`config.mk`:
```
export PLATFORM = sky130hd
export DESIGN_NAME = e1_reframe_supervisor
export DESIGN_NICKNAME = d
export VERILOG_FILES = /design/src/rtl/e1_reframe_supervisor.sv
export SDC_FILE = /design/constraint.sdc
export NUM_CORES = 1
export LEC_CHECK = 0
export CAP_MARGIN = 20
export CORE_MARGIN = 4
export CORE_UTILIZATION = 40
export DETAILED_ROUTE_END_ITERATION = 8
export MAX_ROUTING_LAYER = met4
export SLEW_MARGIN = 0
export SYNTH_ARGS = -nofsm -noshare
export SYNTH_HDL_FRONTEND = slang
export SYNTH_SLANG_ARGS = --single-unit
```
`constraint.sdc`:
```
create_clock -name clk -period 2.4 [get_ports clk]
set_input_delay 0.48 -clock clk [delete_from_list [all_inputs] [get_ports clk]]
set_output_delay 0.48 -clock clk [all_outputs]
set_load 0.01 [all_outputs]
```
`src/rtl/e1_reframe_supervisor.sv`:
```
module e1_reframe_supervisor #(
  parameter int LOCK_FRAMES   = 64,
  parameter int WINDOW_FRAMES = 8000,
  parameter int ERR_LIMIT     = 914,
  parameter int ERR_W         = $clog2(ERR_LIMIT + 2)
) (
  input  logic             clk,
  input  logic             rst,
  input  logic             frame_tick,
  input  logic             frame_lock,
  input  logic             mf_lock,
  input  logic             crc_err,
  input  logic             maint_en,
  input  logic             sw_reframe,
  output logic             reframe_req,
  output logic [ERR_W-1:0] err_count
);
  localparam int TMR_W = $clog2(LOCK_FRAMES + 1);
  localparam int WIN_W = $clog2(WINDOW_FRAMES + 1);
  localparam logic [ERR_W-1:0] ERR_MAX = {ERR_W{1'b1}};
  localparam logic [ERR_W-1:0] ERR_TOP = ERR_W'(ERR_LIMIT);
  localparam logic [TMR_W-1:0] TMR_END = TMR_W'(LOCK_FRAMES - 1);
  localparam logic [WIN_W-1:0] WIN_END = WIN_W'(WINDOW_FRAMES - 1);

  logic             sw_armed;
  logic             lock_q;
  logic             tmr_run;
  logic [TMR_W-1:0] tmr;
  logic [WIN_W-1:0] win;

  wire lock_rise = frame_lock & ~lock_q;
  wire win_end   = frame_tick & (win == WIN_END);
  wire sw_fire   = sw_armed & ~sw_reframe;
  wire tmo       = tmr_run & frame_lock & ~mf_lock & frame_tick & (tmr == TMR_END);
  wire over      = crc_err & ~win_end & (err_count == ERR_TOP);
  wire trigger   = sw_fire | (maint_en & (tmo | over));

  always_ff @(posedge clk) begin
    if (rst) begin
      sw_armed <= 1'b0;
      lock_q   <= 1'b0;
    end else begin
      sw_armed <= sw_reframe & (sw_armed | frame_tick);
      lock_q   <= frame_lock;
    end
  end

  always_ff @(posedge clk) begin
    if (rst) begin
      tmr_run <= 1'b0;
      tmr     <= '0;
    end else if (trigger) begin
      tmr_run <= 1'b0;
      tmr     <= '0;
    end else if (lock_rise) begin
      tmr_run <= 1'b1;
      tmr     <= '0;
    end else if (tmr_run && (!frame_lock || mf_lock)) begin
      tmr_run <= 1'b0;
    end else if (tmr_run && frame_tick) begin
      if (tmr == TMR_END) tmr_run <= 1'b0;
      else                tmr     <= tmr + 1'b1;
    end
  end

  always_ff @(posedge clk) begin
    if (rst)             win <= '0;
    else if (win_end)    win <= '0;
    else if (frame_tick) win <= win + 1'b1;
  end

  always_ff @(posedge clk) begin
    if (rst || trigger)                    err_count <= '0;
    else if (win_end)                      err_count <= {{(ERR_W-1){1'b0}}, crc_err};
    else if (crc_err && err_count != ERR_MAX) err_count <= err_count + 1'b1;
  end

  always_ff @(posedge clk) begin
    if (rst) reframe_req <= 1'b0;
    else     reframe_req <= trigger & ~reframe_req;
  end
endmodule


```
* After elaboration in Yosys (flattened, before gate mapping)
Index checks and enable logic that the tools add are counted.
** Cells by class
- $add $sub $neg :: 3
- Magnitude comparators :: 0
- Equal/unequal tests :: 4
- Bitwise logic cells :: 22
- Muxes and demuxes :: 6
- Shifts and indexed selects :: 0
- $mul :: 0
- Reductions and logical operators :: 15
- Divide/modulo/power cells :: 0
** Operators with widths (count)
- $add A13 B1 Y13 const B :: 1
- $eq A13 B13 Y1 const B :: 1
- $and A1 B1 Y1 :: 12
- $add A10 B1 Y10 const B :: 1
- $eq A10 B10 Y1 const B :: 1
- $ne A10 B10 Y1 const B :: 1
- $add A7 B1 Y7 const B :: 1
- $eq A7 B6 Y1 const B :: 1
- $not A1 Y1 :: 7
- $mux W1 :: 6
- $reduce_bool A3 Y1 :: 2
- $reduce_or A2 Y1 :: 3
- $logic_and A1 B1 Y1 :: 3
- $or A1 B1 Y1 :: 3
- $reduce_and A3 Y1 :: 1
- $reduce_or A3 Y1 :: 1
- $logic_or A1 B1 Y1 :: 2
- $reduce_and A2 Y1 :: 1
- $reduce_bool A2 Y1 :: 1
- $logic_not A1 Y1 :: 1
** Storage, ports and cells
- Bits in read-only memories :: 0
- Bits in latches :: 0
- Memories :: 0
- Bits in writable memories :: 0
- Flip-flop bits (word level) :: 34
- Output and inout bits :: 11

* Logic depth before layout (Yosys ltp)
- Depth in word-level cells :: 10
- Gate-level depth with buffers :: 7

* Worst setup path before layout
Ideal clock, no wire load.
- Kind :: input -> register
- Start :: input port frame_tick
- End :: register tmr[0]
- Cell stages on the path :: 5
- Library setup time :: 0.065 ns
- Setup slack :: 0.437 ns
- Buffers on the path :: 1
- Data arrival time :: 1.898 ns
- Cell sequence :: buf_4 -> nand4_4 -> or4_4 -> a2111o_1 -> nor2_1
** Between the ends
- Cells in the longest elaborated chain, start to end :: 8
- Elaborated cells between the ends (all ways) :: 12
- Those cells by class :: bitwise (9); reduce/logical (3)
** RTL lines
- from (decl) :: line 9 : input logic frame_tick,
- $and A1 B1 Y1 :: line 32 : wire win_end = frame_tick & (win == WIN_END);
- $not A1 Y1 :: line 35 : wire over = crc_err & ~win_end & (err_count == ERR_TOP);
- $and A1 B1 Y1 (2 in a row) :: line 35
- $or A1 B1 Y1 :: line 36 : wire trigger = sw_fire | (maint_en & (tmo | over));
- $and A1 B1 Y1 :: line 36
- $or A1 B1 Y1 :: line 36
- $reduce_or A3 Y1 (no source line)
- to (signal assigned) :: line 62 : else tmr <= tmr + 1'b1;
- to (decl) :: line 28 : logic [TMR_W-1:0] tmr;
Parallel ways exist; a longest one is shown, timed or not.
A chain may end at the register's enable or synchronous reset.

* Final worst setup path
- Start :: input port frame_tick
- End :: register tmr[4]
The elaborated chain is that of the path after synthesis.

==> impl_metrics.csv <==
group,metric,value,unit
critical_path,end_kind,"flip-flop",
pwr,total_power,0.001073,W
critical_path,crit_type,"in -> reg",
clock_tree,postCtsSetupRepairBufs,0,
clock_tree,cts.sinks,34,
logic_synthesis,syn_area,0.001667,mm^2
final_layout,syn2layout_area_growth,23.20,%
global_routing,grt_pass1_vias,1377,
global_routing,overflow,0,
clock_tree,cts_buffers,5,
die,die_y,72.55,um
logic_synthesis,yosysUniqueCellTypes,43,
logic_synthesis,synth_area_leaders,"dfxtp_1 41%, nor2_1 6.8%, xnor2_1 5.3%, xor2_1 4.7%, ha_1 3.0%",
timing,final_hold_viol_count,0,
clock_tree,htreeDepth,2,
detailed_routing,drc_errors,0,
logic_synthesis,synth_enable_flop_cells,0,
final_layout,final_cell_mix,"34 x dfxtp_1, 30 x nor2_1, 18 x clkdlybuf4s50_1",
timing,slew_viol_final,0,
final_layout,nets,230,
logic_synthesis,ys_seq_area_share,40.84,%
clock_tree,insertion_delay,0.28,ns
timing,fmax,0.4741,GHz
logic_synthesis,synth-main-ff-cell,"dfxtp_1",
status,status,"finished clean",
global_routing,grt_max_degree,14,
die,dieArea,0.005264,mm^2
critical_path,slowest_stage,"clkdlybuf4s50_1",
timing,finalWorstPathRequiredPeriod,2.109,ns
global_routing,grt_antenna_before_repair,0,
clock_tree,clock-root-buffer,"clkbuf_8",
detailed_routing,first_iter_violations,111,
place,place_ws,-0.008200,ns
critical_path,critPathMaxFanout,7,
timing,relSlewSlack,75.30,%
clock_tree,holdBufCountCts,0,
final_layout,final_cells,267,
die,io_pins,19,
logic_synthesis,synth_xor_area_share,9.985,%
die,initial_core_util,41.37,%
timing,min_period_over_period,87.88,%
final_layout,mostFrequentLayoutCell,"dfxtp_1",
pwr,ir_drop,0.3696,mV
place,numPortBuffers,18,
timing,rsz0062_at_grt,"false",
logic_synthesis,async_flop_share,0,%
die,die_w,72.55,um
final_layout,drive_gt1_share,8.756,%
critical_path,cp-start-kind,"input pin",
logic_synthesis,ys_seq_elements,34,
clock_tree,path_clk_slew,0.06,ns
detailed_routing,wl,3583,um
run,maxCapViolations,0,
timing,fin_skew,0.004264,ns
detailed_routing,postRouteAntennaNets,0,
timing,worst_slack,0.2908,ns
timing,worst_slew_pin_slew,0.3667,ns
detailed_routing,dr.pass1.iters,4,
place,place.gp.congestion,0.8515,
place,place_inst,261,
logic_synthesis,synthAdderAreaFrac,3.003,%
critical_path,worstPathCellList,"clkdlybuf4s50_1 > nand4_4 > or4_4 > a2111o_1 > nor2_1",
detailed_routing,via_per_inst,5.277,
logic_synthesis,yosys.area.top_type,"dfxtp_1",
detailed_routing,vias,1409,
clock_tree,cts_resized,0,
pwr,p_leak,0.7428,nW
critical_path,crit_required,2.62,ns
global_routing,grt_pass1_wl,6058,um
global_routing,grtUsageTotal,15.37,%
detailed_routing,wire_per_inst,13.42,um
logic_synthesis,synth-simple-area-share,31.46,%
place,dpl.hpwl,2735,um
die,core_area,0.004029,mm^2
logic_synthesis,synth_top_area_share,40.84,%
logic_synthesis,synth_fp_nets,198,
critical_path,critPathMaxStageDelay,0.57,ns
critical_path,worstPathArrival,2.33,ns
worst_hold_path,hold_class,"reg -> reg",
final_layout,n_fill_cell,396,
clock_tree,cts_buffer_depth,2,
final_layout,num_antenna_cells,0,
logic_synthesis,synth_cells,186,
die,fp-row-count,23,
logic_synthesis,synthMuxAreaShare,2.402,%
logic_synthesis,synth_top_family_by_area,"simple AND/OR/NAND/NOR gates",
logic_synthesis,synth_compound_area_share,10.14,%
timing,finalSetupViolations,0,
logic_synthesis,yosys_warnings,0,
pwr,powerDensity,522.5,mW/mm^2
logic_synthesis,avgSynthCellArea,8.960,um^2
clock_tree,cts_tree,"done",
[per-layer routing]
layer / up-vias / global-route usage (%) / part of all wire [%]
met5: - / - / 0
met4: 0 / 5.533 / 0.95
met3: 4 / 5.402 / 3.7
met1: 645 / 17.35 / 47
met2: 22 / 25.05 / 48
li1: 738 / - / -
[final cells by class]
| cell class | instances | area [um^2] | area share [%] |
|---|---|---|---|
| multi-input cells | 144 | 949.7 | 46.25 |
| flip-flops and latches | 34 | 680.7 | 33.15 |
| repair buffers | 29 | 262.8 | 12.80 |
| well taps | 50 | 62.56 | 3.047 |
| clock buffers | 6 | 82.58 | 4.022 |
| inverters | 4 | 15.01 | 0.7313 |
[synth_stat cells, types with 2 or more instances]
library cell and instances:
nor4bb_1 2, and3_1 5, and4_1 2, nand3_1 8
a41o_1 2, nand4_1 7, or3_1 2, nor2b_1 5
nor2_1 30, nand2b_1 2, ha_1 4, nand2_1 10
o211ai_1 3, a21oi_1 3, inv_1 4, a311oi_1 3
o31ai_1 2, dfxtp_1 34, nor3_1 7, xnor2_1 10
a211oi_1 2, nor4_1 4, nor3b_1 3, buf_2 2
xor2_1 9, mux2i_1 4
[power breakdown]
part / switching (W) / leakage [nW] / internal (W) / total [W]
clock: 0.000190 / 0.0431 / 0.000221 / 0.000411
combinational: 0.0000348 / 0.424 / 0.0000417 / 0.0000765
sequential: 0.0000111 / 0.275 / 0.000574 / 0.000585
[through the flow]
step	util, %	hold WS, ns	setup TNS [ns]	instance area [um^2]
6_report	50.96	0.4263	0	2053
3_5_place_dp	48.91	0.4276	-0.008200	1971
4_1_cts	50.96	0.4365	0	2053
2_1_floorplan	-	0.4310	0	1667
3_3_place_gp	48.91	0.4063	0	1971
5_1_grt	50.96	0.4525	0	2053
[flip-flops by register name, summed over array words and instances, names as in the netlist]
| register | flops |
|---|---|
| reframe_req | 1 |
| err_count | 10 |
| win | 13 |
| sw_armed | 1 |
| lock_q | 1 |
| tmr | 7 |
| tmr_run | 1 |
[final timing paths]
kind	slack, ns	cells after the start	end	startpoint
worst max-delay path	0.29	5	tmr[4]$_SDFFE_PP0P_	frame_tick
worst min-delay path	0.43	1	reframe_req$_SDFF_PP0_	reframe_req$_SDFF_PP0_
worst max register to register	0.38	5	tmr[4]$_SDFFE_PP0P_	win[0]$_SDFFE_PP0P_
worst min register to register	0.43	1	reframe_req$_SDFF_PP0_	reframe_req$_SDFF_PP0_
[critical path: cells and delay by family]
family                 cells  cell delay (ns)
AOI/OAI and AO/OA          1             0.48
buffers and inverters      1             0.57
and+or+nand+nor            3             0.81
[kinds of logic after synthesis]
kind of cell             after synthesis
buffers and inverters                  8
multiplexers                           4
AO/OA/AOI/OAI                         22
AND/OR/NAND/NOR                       95
XOR/XNOR                              19
adder cells (fa/ha/maj)                4
flip-flops                            34
(Power assumes the default switching activity.)
